**src/rtl/hp_slot_pkg.sv**
```systemverilog
package hp_slot_pkg;
    localparam int REG_W   = 16;
    localparam int VEC_W   = 5;
    localparam int BE_W    = REG_W / 8;

    // control bit positions (enables share the status positions they gate)
    localparam int C_HPIE  = 5;
    localparam int C_AI_LO = 6;
    localparam int C_PI_LO = 8;
    localparam int C_PWR   = 10;
    localparam int C_EIL   = 11;
    // status bit positions
    localparam int S_BTN   = 0;
    localparam int S_PCHG  = 3;
    localparam int S_CC    = 4;
    localparam int S_PRES  = 6;
    localparam int S_EIS   = 7;

    localparam logic [1:0] IND_ON  = 2'b01;
    localparam logic [1:0] IND_OFF = 2'b11;

    localparam logic [REG_W-1:0] EV_MASK   = REG_W'((1 << S_BTN) | (1 << S_PCHG) | (1 << S_CC));
    localparam logic [REG_W-1:0] CTL_WMASK = REG_W'(16'h07F9);
    localparam logic [REG_W-1:0] EV_INS    = REG_W'((1 << S_PCHG) | (1 << S_BTN));
    localparam logic [REG_W-1:0] EV_BTN    = REG_W'(1 << S_BTN);
    localparam logic [REG_W-1:0] EV_CC     = REG_W'(1 << S_CC);

    typedef struct packed {
        logic [REG_W-1:0] ctl;
        logic [REG_W-1:0] sts;
        logic             notified;
        logic             irq;
        logic             msg;
        logic [VEC_W-1:0] vec;
        logic             remove;
        logic             busy;
    } slot_st_t;

    function automatic logic notify_level(input logic [REG_W-1:0] ctl,
                                          input logic [REG_W-1:0] sts);
        return ctl[C_HPIE] && ((sts & ctl & EV_MASK) != '0);
    endfunction

    function automatic slot_st_t slot_reset(input logic populated);
        slot_st_t r;
        r = '0;
        r.ctl[C_AI_LO +: 2] = IND_OFF;
        r.ctl[C_PI_LO +: 2] = populated ? IND_ON : IND_OFF;
        r.ctl[C_PWR]        = ~populated;
        r.sts[S_PRES]       = populated;
        return r;
    endfunction
endpackage

```
**src/rtl/hp_bytemerge.sv**
```systemverilog
module hp_bytemerge #(
    parameter int W = 16,
    localparam int NB = W / 8
) (
    input  logic [W-1:0]  old_i,
    input  logic [W-1:0]  new_i,
    input  logic [NB-1:0] be_i,
    output logic [W-1:0]  merged_o
);
    for (genvar b = 0; b < NB; b++) begin : g_byte
        assign merged_o[8*b +: 8] = be_i[b] ? new_i[8*b +: 8] : old_i[8*b +: 8];
    end
endmodule

```
**src/rtl/hp_w1c_mask.sv**
```systemverilog
module hp_w1c_mask #(
    parameter int W = 16,
    parameter logic [W-1:0] MASK = '0,
    localparam int NB = W / 8
) (
    input  logic [W-1:0]  wdata_i,
    input  logic [NB-1:0] be_i,
    output logic [W-1:0]  clr_o
);
    for (genvar b = 0; b < NB; b++) begin : g_byte
        assign clr_o[8*b +: 8] = be_i[b] ? (wdata_i[8*b +: 8] & MASK[8*b +: 8]) : 8'h00;
    end
endmodule

```
**src/rtl/hp_slot_ctrl.sv**
```systemverilog
module hp_slot_ctrl
    import hp_slot_pkg::*;
(
    input  logic             clk,
    input  logic             rst_n,
    input  logic             populated_i,
    input  logic             cfg_wr_i,
    input  logic             cfg_sel_i,
    input  logic [REG_W-1:0] cfg_wdata_i,
    input  logic [BE_W-1:0]  cfg_be_i,
    input  logic             insert_i,
    input  logic             button_i,
    input  logic             msg_en_i,
    input  logic [VEC_W-1:0] vector_i,
    output logic [REG_W-1:0] ctl_o,
    output logic [REG_W-1:0] sts_o,
    output logic             irq_o,
    output logic             msg_req_o,
    output logic [VEC_W-1:0] msg_vec_o,
    output logic             remove_o,
    output logic             busy_o
);
    slot_st_t q, d;

    logic             ctl_wr, sts_wr;
    logic [REG_W-1:0] ctl_merged, ctl_next, sts_clr;
    logic             notify_req, lvl;

    assign ctl_wr = cfg_wr_i && !cfg_sel_i && (cfg_be_i != '0);
    assign sts_wr = cfg_wr_i &&  cfg_sel_i && (cfg_be_i != '0);

    hp_bytemerge #(.W(REG_W)) u_merge (
        .old_i    (q.ctl),
        .new_i    (cfg_wdata_i),
        .be_i     (cfg_be_i),
        .merged_o (ctl_merged)
    );

    hp_w1c_mask #(.W(REG_W), .MASK(EV_MASK)) u_w1c (
        .wdata_i (cfg_wdata_i),
        .be_i    (cfg_be_i),
        .clr_o   (sts_clr)
    );

    assign ctl_next = ctl_merged & CTL_WMASK;

    always_comb begin
        d          = q;
        d.msg      = 1'b0;
        d.remove   = 1'b0;
        d.busy     = 1'b0;
        notify_req = 1'b0;

        // slot control write: interlock toggle, removal, then command completed
        if (ctl_wr) begin
            d.ctl = ctl_next;
            if (cfg_be_i[C_EIL / 8] && cfg_wdata_i[C_EIL]) begin
                d.sts[S_EIS] = ~q.sts[S_EIS];
            end
            if (q.sts[S_PRES] && ctl_next[C_PWR] &&
                (ctl_next[C_PI_LO +: 2] == IND_OFF)) begin
                d.remove       = 1'b1;
                d.sts[S_PRES]  = 1'b0;
                d.sts[S_PCHG]  = 1'b1;
            end
            notify_req = 1'b1;
            d.sts      = d.sts | EV_CC;
        end

        // slot status write: clear supported events
        if (sts_wr) begin
            d.sts = d.sts & ~sts_clr;
        end

        // device insertion
        if (insert_i) begin
            if (d.sts[S_EIS]) begin
                d.busy = 1'b1;
            end else begin
                d.sts[S_PRES] = 1'b1;
                if ((d.sts & EV_INS) == '0) begin
                    notify_req = 1'b1;
                end
                d.sts = d.sts | EV_INS;
            end
        end

        // attention button
        if (button_i) begin
            if ((d.sts & EV_BTN) == '0) begin
                notify_req = 1'b1;
            end
            d.sts = d.sts | EV_BTN;
        end

        lvl = notify_level(d.ctl, d.sts);

        if (notify_req && (lvl != q.notified)) begin
            d.notified = lvl;
            if (msg_en_i) begin
                d.msg = 1'b1;
                d.vec = vector_i;
            end else begin
                d.irq = lvl;
            end
        end else if (sts_wr) begin
            d.notified = lvl;
            if (!msg_en_i && !lvl) begin
                d.irq = 1'b0;
            end
        end
    end

    always_ff @(posedge clk) begin
        if (!rst_n) begin
            q <= slot_reset(populated_i);
        end else begin
            q <= d;
        end
    end

    assign ctl_o     = q.ctl;
    assign sts_o     = q.sts;
    assign irq_o     = q.irq;
    assign msg_req_o = q.msg;
    assign msg_vec_o = q.vec;
    assign remove_o  = q.remove;
    assign busy_o    = q.busy;
endmodule

```
**config.mk**
```make
export PLATFORM = sky130hd
export DESIGN_NAME = hp_slot_ctrl
export DESIGN_NICKNAME = d
export VERILOG_FILES = /design/src/rtl/hp_slot_pkg.sv /design/src/rtl/hp_bytemerge.sv /design/src/rtl/hp_w1c_mask.sv /design/src/rtl/hp_slot_ctrl.sv
export SDC_FILE = /design/constraint.sdc
export NUM_CORES = 1
export LEC_CHECK = 0
export BUFFER_PORTS_ARGS = -buffer_cell sky130_fd_sc_hd__buf_2
export CAP_MARGIN = 20
export CORE_ASPECT_RATIO = 1.2
export CORE_MARGIN = 1
export CORE_UTILIZATION = 52
export CTS_BUF_LIST = sky130_fd_sc_hd__clkbuf_4
export CTS_CLUSTER_SIZE = 12
export DETAILED_ROUTE_END_ITERATION = 8
export PLACE_DENSITY = 0.87
export SYNTH_ARGS = -nofsm -noshare
export SYNTH_HDL_FRONTEND = slang
export SYNTH_SLANG_ARGS = --single-unit
```
**constraint.sdc**
```tcl
create_clock -name clk -period 4.4 [get_ports clk]
set_clock_uncertainty 0.2 [all_clocks]
set_input_delay 1.1 -clock clk [delete_from_list [all_inputs] [get_ports clk]]
set_output_delay 1.1 -clock clk [all_outputs]
set_load 0.05 [all_outputs]
```
# After elaboration in Yosys (flattened, before gate mapping)

Index checks and enable logic that the tools add are counted.

Word-level logic and storage cells: 71
Register bits: 42

Reductions and logical operators: 24
Mux-type cells: 29
Equality and inequality tests: 3
Bitwise logic cells: 5

Operators by type and width:

| cell                                         | number |
|---|---|
| 37-bit two-way mux                           | 1 |
| 16-bit logical NOT                           | 2 |
| 32-bit two-way mux                           | 1 |
| 8-bit two-way mux                            | 3 |
| 16-bit AND                                   | 1 |
| 1-bit two-way mux                            | 16 |
| 16-bit two-way mux                           | 1 |
| 8-bit inverter with 16-bit output            | 1 |
| 16-bit nonzero test                          | 1 |
| 6-bit two-way mux                            | 2 |
| 1-bit logical AND                            | 10 |
| 2-bit AND reduction                          | 4 |
| 2-bit two-way mux                            | 3 |
| 2-bit nonzero test                           | 3 |
| 5-bit AND                                    | 1 |
| 5-bit two-way mux                            | 1 |
| 1-bit logical NOT                            | 3 |
| 3-bit two-way mux                            | 1 |
| 3-bit AND reduction                          | 1 |
| 2-bit equality test, second input constant   | 1 |
| 2-bit inequality test, second input constant | 1 |
| 1-bit inverter                               | 2 |
| 1-bit inequality test                        | 1 |

# Depth between registers and ports, before layout

Gate-level depths: netlist of run 1.

Word-level depth: 19
Mapped depth: 8

# Hierarchy

Synthesis of run 1 repeated with hierarchy kept, for this count alone.

Cells, all modules: 233
Area, all modules: 2169.6 um^2

Modules (own cells, without submodules):

| module       | cells an instance | area an instance (um^2) | seq. area each (um^2) | instances |
|---|---|---|---|---|
| hp_slot_ctrl | 198               | 1786.7                  | 770.7                 | 1 |
| hp_bytemerge | 18                | 262.8                   | 0.0                   | 1 |
| hp_w1c_mask  | 17                | 120.1                   | 0.0                   | 1 |

# Worst setup path after synthesis of run 1

OpenSTA, ideal clock, no wires.

Path kind: input -> register
Start point: input port cfg_wr_i
End point: register q, in the netlist msg_vec_o[0]
Arrival time: 2.700 ns
Slack: 1.429 ns
Stages on the path: 7
Required time: 4.128 ns
Library setup time: 0.072 ns
Path through: buf_2 > and4b_4 > mux2i_4 > nand3_1 > o221a_1 > mux2i_4 > mux2i_1

Word-level cells in the longest chain between the ends: 14
Elaborated cells between the ends (all ways): 24

RTL lines:

| element                         | line                | RTL |
|---|---|---|
| start: declaration              | hp_slot_ctrl.sv:7   | `input logic cfg_wr_i,` |
| 1-bit logical AND (2 in a row)  | hp_slot_ctrl.sv:29  | `assign ctl_wr = cfg_wr_i && !cfg_sel_i && (cfg_be_i != '0);` |
| 32-bit two-way mux              | hp_slot_ctrl.sv:55  | `if (ctl_wr) begin` |
| 16-bit AND                      | hp_slot_ctrl.sv:72  | `d.sts = d.sts & ~sts_clr;` |
| 16-bit two-way mux              | hp_slot_ctrl.sv:71  | `if (sts_wr) begin` |
| 8-bit two-way mux               | hp_slot_ctrl.sv:77  | `if (d.sts[S_EIS]) begin` |
| 8-bit two-way mux               | hp_slot_ctrl.sv:76  | `if (insert_i) begin` |
| 1-bit two-way mux               | hp_slot_ctrl.sv:89  | `if (button_i) begin` |
| 5-bit AND                       | hp_slot_pkg.sv:41   | `return ctl[C_HPIE] && ((sts & ctl & EV_MASK) != '0);` |
| 16-bit nonzero test             | hp_slot_pkg.sv:41   |  |
| 1-bit logical AND               | hp_slot_pkg.sv:41   |  |
| 1-bit inequality test           | hp_slot_ctrl.sv:98  | `if (notify_req && (lvl != q.notified)) begin` |
| 1-bit logical AND *             | hp_slot_ctrl.sv:98  |  |
| 2-bit AND reduction (no line) * | --                  |  |
| end signal: assignment          | hp_slot_ctrl.sv:116 | `q <= slot_reset(populated_i);` |
| end: declaration                | hp_slot_ctrl.sv:23  | `slot_st_t q, d;` |

Mark *: on every way between the ends. The rest lies on a longest branch, timed or not.
A chain may end at the register's enable or synchronous reset.

# Final worst setup path of run 1

Start point: input port cfg_sel_i
End point: register q, in the netlist msg_vec_o[3]

Word-level cells in the longest chain between the ends: 15
Elaborated cells between the ends (all ways): 25

RTL lines:

| element                         | line               | RTL |
|---|---|---|
| start: declaration              | hp_slot_ctrl.sv:8  | `input logic cfg_sel_i,` |
| 1-bit logical NOT               | hp_slot_ctrl.sv:29 |  |
| 1-bit logical AND (2 in a row)  | hp_slot_ctrl.sv:29 |  |
| 32-bit two-way mux              | hp_slot_ctrl.sv:55 |  |
| 16-bit AND                      | hp_slot_ctrl.sv:72 |  |
| 16-bit two-way mux              | hp_slot_ctrl.sv:71 |  |
| 8-bit two-way mux               | hp_slot_ctrl.sv:77 |  |
| 8-bit two-way mux               | hp_slot_ctrl.sv:76 |  |
| 1-bit two-way mux               | hp_slot_ctrl.sv:89 |  |
| 5-bit AND                       | hp_slot_pkg.sv:41  |  |
| 16-bit nonzero test             | hp_slot_pkg.sv:41  |  |
| 1-bit logical AND               | hp_slot_pkg.sv:41  |  |
| 1-bit inequality test           | hp_slot_ctrl.sv:98 |  |
| 1-bit logical AND *             | hp_slot_ctrl.sv:98 |  |
| 2-bit AND reduction (no line) * | --                 |  |

Marked as above.

==> results of run 1 <==
layout by cell type, fill, tap and decap left out, types with 2 or more instances in the layout:
cell      netlist  layout
o22ai_1         2       2
dfxtp_1        23      23
mux2i_1        11      11
nand4_1         3       3
and3_1          3       3
o221a_1         2       2
o22a_1          2       2
mux2i_4         2       2
o21ai_0         2       2
clkbuf_4        0       3
nand3b_1        2       2
and2_1          2       2
nand2_1        21      21
buf_2           3      49
nand2b_1        3       3
nand3_1         7       7
nor2_1         15      15
edfxtp_1        3       3
conb_1          1      16
a21oi_1         2       2
o21a_1          2       2
a31oi_1         2       2
o21ai_1         2       2
flip-flops by register name, summed over array words and instances, names as in the netlist, named ones only:
signal	flops
msg_vec_o	5
ctl_o	9
q	1
sts_o	5
busy_o	1
remove_o	1
irq_o	1
msg_req_o	1
power groups by stage:
stage	Combinational (mW)	Clock (mW)	Sequential (mW)
after floorplan	0.135	0	0.265
final	0.143	0.162	0.259
after global routing	0.152	0.176	0.261
after detailed placement	0.143	0	0.264
after global placement	0.140	0	0.264
after CTS	0.143	0.165	0.259
per-stage QoR:
step | hold WS, ns | std cells | utilization (%) | power, mW
after floorplan | 0.238 | 189 | - | 0.400
after global placement | 0.242 | 228 | 56.5 | 0.404
after detailed placement | 0.253 | 228 | 56.5 | 0.408
after CTS | 0.273 | 232 | 58.4 | 0.568
after global routing | 0.298 | 232 | 58.4 | 0.589
final | 0.270 | 232 | 58.4 | 0.565
worst max-delay path: stages:
cell and delay (ns):
buf_2 0.14, and4b_4 0.37, mux2i_4 0.35, nand3_1 0.18, o221a_1 0.30, mux2i_4 0.31, mux2i_1 0.22
worst max-delay path by stage:
stage	cells after the start	slack [ns]	end	startpoint
after floorplan	7	1.43	msg_vec_o[0]	cfg_wr_i
after global placement	7	1.17	msg_vec_o[3]	cfg_sel_i
after detailed placement	7	1.13	msg_vec_o[3]	cfg_sel_i
after CTS	7	1.46	msg_vec_o[3]	cfg_sel_i
after global routing	7	1.35	msg_vec_o[0]	cfg_sel_i
final	7	1.48	msg_vec_o[3]	cfg_sel_i
logic make-up after synthesis:
group / synth area share [%]
compound gates: 14.7
xor+xnor: 0.557
buf+inv: 20.3
flops: 35.0
mux: 9.87
other cells: 0.239
simple gates: 19.3
area by class of cell:
class	instances	area (µm²)	area share [%]
Multi-Input combinational cell	117	758	45.8
Sequential cell	26	551	33.2
Timing Repair Buffer	49	245	14.8
Tap cell	34	42.5	2.57
Clock inverter	1	30.0	1.81
Clock buffer	3	22.5	1.36
Inverter	2	7.51	0.453
routing by layer:
metal	routed length, µm	GRT usage [%]	vias up
met5	0	0	-
met4	70	7.89	0
met3	162	2.70	8
met2	1530	35.3	52
met1	1190	21.5	552
li1	-	-	602
==> impl_metrics.py, run 1 <==
metrics = {
    "grt": {
        "antenna_found_initial": 0,
        "grt_pass1_wl_mm": 4.87,
        "grt_use_total_pct": 19.4,
        "grt_pass1_vias": 1182,
        "grt_max_degree": 26,
        "gr-total-overflow": 0,
    },
    "final_layout": {
        "nFillCells": 267,
        "diodes": 0,
        "drive_gt1_share_pct": 30.3,
        "nNetsFinal": 230,
        "area_growth_pct": 5.41,
        "final_area_mm2": 0.00166,
    },
    "outcome": {
        "outcome": "finished, final reports clean",
    },
    "placement": {
        "place_congestion": 0.719,
        "numPortBuffers": 49,
        "pre_cts_ws_ns": 1.13,
        "hpwl_mm": 2.32,
        "post_dp_cell_area_mm2": 0.00160,
    },
    "sta": {
        "tightestPinTransition_ns": 0.501,
        "setup_viol": 0,
        "rsz0062_at_grt": "false",
        "fin_ws_ns": 1.48,
        "max_freq_mhz": 343,
        "tns_ns": 0,
        "relSlewSlack_pct": 66.5,
        "slew_viol_final": 0,
        "final-hold-violation-count": 0,
        "period_share_pct": 66.3,
        "min_period_ns": 2.92,
    },
    "worst_hold_path": {
        "min_to": "msg_vec_o[0]",
        "holdCritPathClass": "register to register",
        "min_from": "msg_vec_o[0]",
        "whs_path_depth": 2,
    },
    "pwr": {
        "seqPwrFrac_pct": 45.9,
        "p_per_area_mw_per_mm2": 341,
        "netSwitchingPower_mw": 0.185,
        "p_leak_nw": 0.827,
        "ir_worst_vdd_v": 0.000202,
        "clock_power_share_pct": 28.7,
        "combPwrFrac_pct": 25.4,
        "intPower_mw": 0.380,
        "power_switching_share_pct": 32.7,
    },
    "critical_path": {
        "cp.arrival_ns": 2.98,
        "reg2reg_from": "ctl_o[10]",
        "critPathKind": "input port to register",
        "r2r_slack_ns": 2.15,
        "reg2reg_to": "msg_vec_o[3]",
        "end_kind": "register",
        "worstPathRequired_ns": 4.46,
        "start_kind": "input port",
        "cp_max_fo": 9,
        "r2r_cells": 6,
    },
    "clock_network": {
        "cts_resized": 0,
        "clk_pin_slew_worst_paths_ns": 0.14,
        "clock_sinks": 26,
        "htreeDepth": 1,
        "cts_tree": "built",
        "cts_hold_buffers": 0,
        "post-cts-setup-buffer-count": 0,
        "cts.path.max_buffers": 2,
        "cts_buffers": 3,
        "clk-insertion-delay-late_ns": 0.31,
        "clockRootBuffer": "clkbuf_4",
    },
    "detailed_routing": {
        "routedWlPerCell_um": 12.7,
        "drt_iter0_drc": 31,
        "vias": 1214,
        "routed_via_density": 5.23,
        "first_pass_iters": 4,
        "postRouteAntennaNets": 0,
        "finalWirelength_mm": 2.95,
        "drc": 0,
    },
    "synthesis": {
        "ys_warn_count": 0,
        "syn_inst": 174,
        "synthTopCellsByCount": "38 x buf_4, 23 x dfxtp_1, 21 x nand2_1",
        "ys_types": 42,
        "ys_top_cells_by_area": "dfxtp_1 29%, buf_4 18%, mux2i_1 7.0%",
        "synthesis.area_mm2": 0.00157,
        "synthFlopType": "dfxtp_1",
        "synth-edff-count": 3,
        "synth.most_common_cell": "buf_4",
        "synth_top_area_share_pct": 29.3,
        "syn_avg_cell_area_um2": 9.03,
        "ys_seq_area_share_pct": 35.0,
        "synth-seq-cells": 26,
        "synthArstFlopShare_pct": 0,
        "synth_largest_area_cell": "dfxtp_1",
    },
    "run": {
        "maxCapViolCount": 0,
    },
    "die": {
        "fp.dieW_um": 52.2,
        "rows": 21,
        "core_mm2": 0.00284,
        "die_area_mm2": 0.00325,
        "start_util_pct": 55.4,
        "die_h_um": 62.2,
        "ios": 72,
    },
}
Power figures use the tool's default switching activity.
==> run 2: changes to the inputs <==
CORE_UTILIZATION = 44   (was 52)
PLACE_DENSITY = 0.78   (was 0.87)
clock period = 2.5 ns   (was 4.4 ns; I/O delays follow)
==> run 2 against run 1 <==
  * Flip-flop and latch count is the same
  * Sequential share of layout area shrank 1.7 points
  * Critical path depth is the same
  * Power grew 61%
  * Combinational power grew 86%
  * Non-clock buffer count grew 15
  * Critical path type unchanged
  * Largest power group unchanged
  * Highest routed layer unchanged
==> impl_metrics.py, run 2 (synthesis gave the netlist of run 1 again) <==
metrics = {
    "worst_hold_path": {
        "whs_path_depth": 2,
        "holdCritPathClass": "register to register",
    },
    "clock_network": {
        "cts_hold_buffers": 0,
        "cts_buffers": 3,
        "clk_pin_slew_worst_paths_ns": 0.13,
        "cts.path.max_buffers": 2,
        "post-cts-setup-buffer-count": 0,
        "cts_tree": "built",
        "htreeDepth": 1,
        "clock_sinks": 26,
        "clockRootBuffer": "clkbuf_4",
        "cts_resized": 0,
        "clk-insertion-delay-late_ns": 0.32,
    },
    "sta": {
        "final-hold-violation-count": 0,
        "holdWs_ns": 0.266,
        "min_period_ns": 2.36,
        "max_freq_mhz": 423,
        "setup_viol": 0,
        "rsz0062_at_grt": "false",
        "fin_ws_ns": 0.138,
        "period_share_pct": 94.5,
        "tns_ns": 0,
        "slew_viol_final": 0,
    },
    "detailed_routing": {
        "finalWirelength_mm": 2.87,
        "route.met3.wl_um": 122,
        "vias": 1234,
        "routed.top_layer": "met4",
        "drc": 0,
        "routedWlPerCell_um": 11.5,
        "met2_length_mm": 1.40,
        "first_pass_iters": 4,
        "drt_iter0_drc": 39,
        "wl_met1_mm": 1.30,
        "postRouteAntennaNets": 0,
        "routed_via_density": 4.94,
    },
    "grt": {
        "grt_pass1_vias": 1102,
        "grt_use_total_pct": 16.4,
        "grt_max_degree": 25,
        "grt_pass1_wl_mm": 4.87,
        "gr-total-overflow": 0,
        "antenna_found_initial": 0,
    },
    "pwr": {
        "ir_worst_vdd_v": 0.000274,
        "p_per_area_mw_per_mm2": 519,
        "p_leak_nw": 0.887,
    },
    "outcome": {
        "outcome": "finished, final reports clean",
    },
    "die": {
        "ios": 72,
        "fp.dieW_um": 56.6,
        "die_area_mm2": 0.00382,
        "start_util_pct": 46.7,
        "rows": 23,
        "core_mm2": 0.00337,
        "die_h_um": 67.5,
    },
    "critical_path": {
        "end_kind": "register",
        "r2r_cells": 6,
        "critPathKind": "input port to register",
        "cp.arrival_ns": 2.42,
        "cp_max_fo": 6,
        "start_kind": "input port",
        "worstPathRequired_ns": 2.56,
    },
    "placement": {
        "post_dp_cell_area_mm2": 0.00172,
        "numPortBuffers": 49,
        "pre_cts_ws_ns": -0.219,
        "place_congestion": 0.766,
        "hpwl_mm": 2.28,
    },
    "final_layout": {
        "final_common_cell": "buf_2",
        "layout_common_cells": "49 x buf_2, 23 x dfxtp_1, 21 x nand2_1, 16 x conb_1",
        "drive_gt1_share_pct": 34.7,
        "nNetsFinal": 245,
        "largest_reg_flops": 9,
        "area_growth_pct": 11.1,
        "final_util_pct": 51.9,
        "diodes": 0,
        "final_area_mm2": 0.00175,
    },
    "run": {
        "maxCapViolCount": 0,
    },
}
run 2: final timing paths:
| check | start | endpoint | slack [ns] |
|---|---|---|---|
| worst max-delay path | cfg_sel_i | msg_vec_o[3] | 0.14 |
| worst min-delay path | msg_vec_o[2] | msg_vec_o[2] | 0.27 |
| worst max register to register | ctl_o[10] | msg_vec_o[3] | 0.34 |
| worst min register to register | msg_vec_o[2] | msg_vec_o[2] | 0.27 |
run 2: critical path, stage by stage:
cell	delay [ns]
buf_2	0.11
and4b_4	0.35
mux2i_4	0.33
nand3_1	0.17
o221a_1	0.30
mux2i_4	0.30
mux2i_1	0.22
run 2: final cells by class:
type / instances / area, µm²
fillers: 323 / 1620
well taps: 37 / 46.3
repair buffers: 64 / 358
multi-input cells: 117 / 758
clock inverters: 1 / 3.75
flip-flops and latches: 26 / 551
clock buffers: 3 / 22.5
inverters: 2 / 7.51
run 2: power breakdown:
group	switching [mW]	internal [mW]	total (mW)
registers	0.0145	0.442	0.456
clock network	0.126	0.0585	0.185
logic	0.186	0.0799	0.266
run 2: layer usage:
| layer | track usage [%] | vias to the layer above |
|---|---|---|
| li1 | - | 636 |
| met1 | 19.6 | 552 |
| met2 | 29.3 | 42 |
| met4 | 8.23 | 0 |
| met5 | 0 | - |
| met3 | 1.72 | 4 |
run 2: through the flow:
stage | instances | power (mW)
after floorplan | 189 | 0.703
after global placement | 246 | 0.729
after detailed placement | 246 | 0.733
after CTS | 250 | 0.916
after global routing | 250 | 0.956
final | 250 | 0.907
==> run 3: changes to the inputs <==
REMOVE_ABC_BUFFERS = 1   (was unset)
==> run 3 against run 2 <==
  * Flip-flop and latch count unchanged
  * Cell count decreased by 0.40%
  * Non-clock buffer count decreased by 1
  * Combinational power about the same
  * Sequential share of layout area decreased by 0.33 points
==> impl_metrics.py, run 3 (synthesis gave the netlist of run 1 again) <==
metrics = {
    "worst_hold_path": {
        "min_to": "msg_vec_o[3]",
        "min_from": "msg_vec_o[3]",
        "whs_path_depth": 2,
        "holdCritPathClass": "register to register",
    },
    "die": {
        "die_h_um": 67.5,
        "fp.dieW_um": 56.6,
        "rows": 23,
        "ios": 72,
        "start_util_pct": 46.7,
        "core_mm2": 0.00337,
        "die_area_mm2": 0.00382,
    },
    "detailed_routing": {
        "drt_iter0_drc": 49,
        "first_pass_iters": 4,
        "finalWirelength_mm": 2.95,
        "postRouteAntennaNets": 0,
        "drc": 0,
        "routed_via_density": 4.97,
        "routedWlPerCell_um": 11.8,
        "vias": 1237,
    },
    "critical_path": {
        "start_kind": "input port",
        "path_delay_family": "multiplexers",
        "r2r_cells": 6,
        "crit_chain": "buf_2 -> and4b_4 -> mux2i_4 -> nand3_1 -> o221a_1 -> mux2i_4 -> mux2i_1",
        "cp_max_fo": 6,
        "r2r_slack_ns": 0.35,
        "crit_path_max_incr_delay_ns": 0.35,
        "end_kind": "register",
        "reg2reg_to": "msg_vec_o[0]",
        "critPathKind": "input port to register",
        "reg2reg_from": "ctl_o[10]",
        "cp.arrival_ns": 2.42,
        "worstPathRequired_ns": 2.57,
        "crit_slowest_cell": "and4b_4",
        "cp_num_buf_inv": 1,
        "crit_top_cell": "mux2i_4",
    },
    "sta": {
        "period_share_pct": 94.2,
        "slew_viol_final": 0,
        "final-hold-violation-count": 0,
        "setup_viol": 0,
        "max_freq_mhz": 424,
        "min_period_ns": 2.36,
        "fin_ws_ns": 0.144,
        "rsz0062_at_grt": "false",
    },
    "placement": {
        "post_dp_cell_area_mm2": 0.00171,
        "pre_cts_ws_ns": -0.205,
        "hpwl_mm": 2.32,
        "numPortBuffers": 49,
        "place_congestion": 0.765,
        "dp_cells": 245,
    },
    "clock_network": {
        "clock_sinks": 26,
        "cts.path.max_buffers": 2,
        "post-cts-setup-buffer-count": 0,
        "clockRootBuffer": "clkbuf_4",
        "clk-insertion-delay-late_ns": 0.33,
        "cts_hold_buffers": 0,
        "cts_tree": "built",
        "cts_resized": 0,
        "clk_pin_slew_worst_paths_ns": 0.14,
        "cts_buffers": 3,
        "htreeDepth": 1,
    },
    "final_layout": {
        "drive_gt1_share_pct": 34.9,
        "final_area_mm2": 0.00177,
        "area_growth_pct": 12.3,
        "fin_cells": 249,
        "nNetsFinal": 244,
        "layout_common_cells": "49 x buf_2, 23 x dfxtp_1, 21 x nand2_1, 16 x conb_1, 15 x nor2_1",
        "largest_reg_flops": 9,
        "final_common_cell": "buf_2",
        "diodes": 0,
    },
    "pwr": {
        "ir_worst_vdd_v": 0.000432,
        "p_leak_nw": 0.893,
        "power_mw": 1.02,
        "p_per_area_mw_per_mm2": 575,
    },
    "grt": {
        "antenna_found_initial": 0,
        "grt_max_degree": 16,
        "gr-total-overflow": 0,
        "grt_pass1_vias": 1084,
        "grt_use_total_pct": 15.5,
        "grt_pass1_wl_mm": 4.66,
    },
    "outcome": {
        "outcome": "finished, final reports clean",
    },
    "run": {
        "maxCapViolCount": 0,
    },
}
run 3: changes by cell type in the layout (fill, tap and decap cells not counted):
| cell | before | now |
|---|---|---|
| clkinv_1 | 2 | 1 |
| buf_4 | 15 | 14 |
| bufinv_16 | 0 | 1 |
run 3: final cells by class:
cell class / count / area, µm²
fill: 331 / 1600
multi-input combinational: 117 / 758
sequential: 26 / 551
timing repair buffer: 63 / 350
tap: 37 / 46.3
clock inverter: 1 / 30.0
clock buffer: 3 / 22.5
inverter: 2 / 7.51
run 3: worst register-to-register path, stage by stage (launching register included):
cell	delay, ns
edfxtp_1	0.44
nand4b_1	0.14
o22ai_2	0.13
a221oi_4	0.33
o221a_4	0.26
mux2i_4	0.36
mux2i_1	0.23
run 3: how the worst max path moves through the flow:
stage          slack [ns]            to  cells after the start  startpoint
2_1_floorplan        0.08  msg_vec_o[0]                      6   cfg_sel_i
3_5_place_dp        -0.21  msg_vec_o[0]                      7   cfg_sel_i
6_report             0.14  msg_vec_o[0]                      7   cfg_sel_i
4_1_cts              0.14  msg_vec_o[0]                      7   cfg_sel_i
3_3_place_gp        -0.17  msg_vec_o[2]                      7   cfg_sel_i
5_1_grt              0.07  msg_vec_o[4]                      7   cfg_sel_i
run 3: per-layer routing:
metal  share of wire [%]  vias up  track usage [%]  wire, µm
li1                    -      629                -         -
met1                  44      559             19.4      1290
met2                  49       43             26.5      1440
met3                 4.9        6             1.53       145
met4                 2.4        0             8.23        71
met5                   0        -                0         0
run 3: stage by stage:
step           utilization (%)  TNS (ns)  hold WS, ns
2_1_floorplan                -         0        0.340
3_3_place_gp              50.9    -0.902        0.242
3_5_place_dp              50.9     -1.00        0.247
4_1_cts                   52.4         0        0.267
5_1_grt                   52.4         0        0.285
6_report                  52.4         0        0.262
run 3: power by group:
| part | total [mW] | leakage (nW) | switching [mW] | internal [mW] |
|---|---|---|---|---|
| clock | 0.293 | 0.0279 | 0.130 | 0.162 |
| sequential | 0.456 | 0.218 | 0.0140 | 0.442 |
| combinational | 0.267 | 0.647 | 0.188 | 0.0791 |
| total | 1.02 | 0.893 | 0.332 | 0.683 |
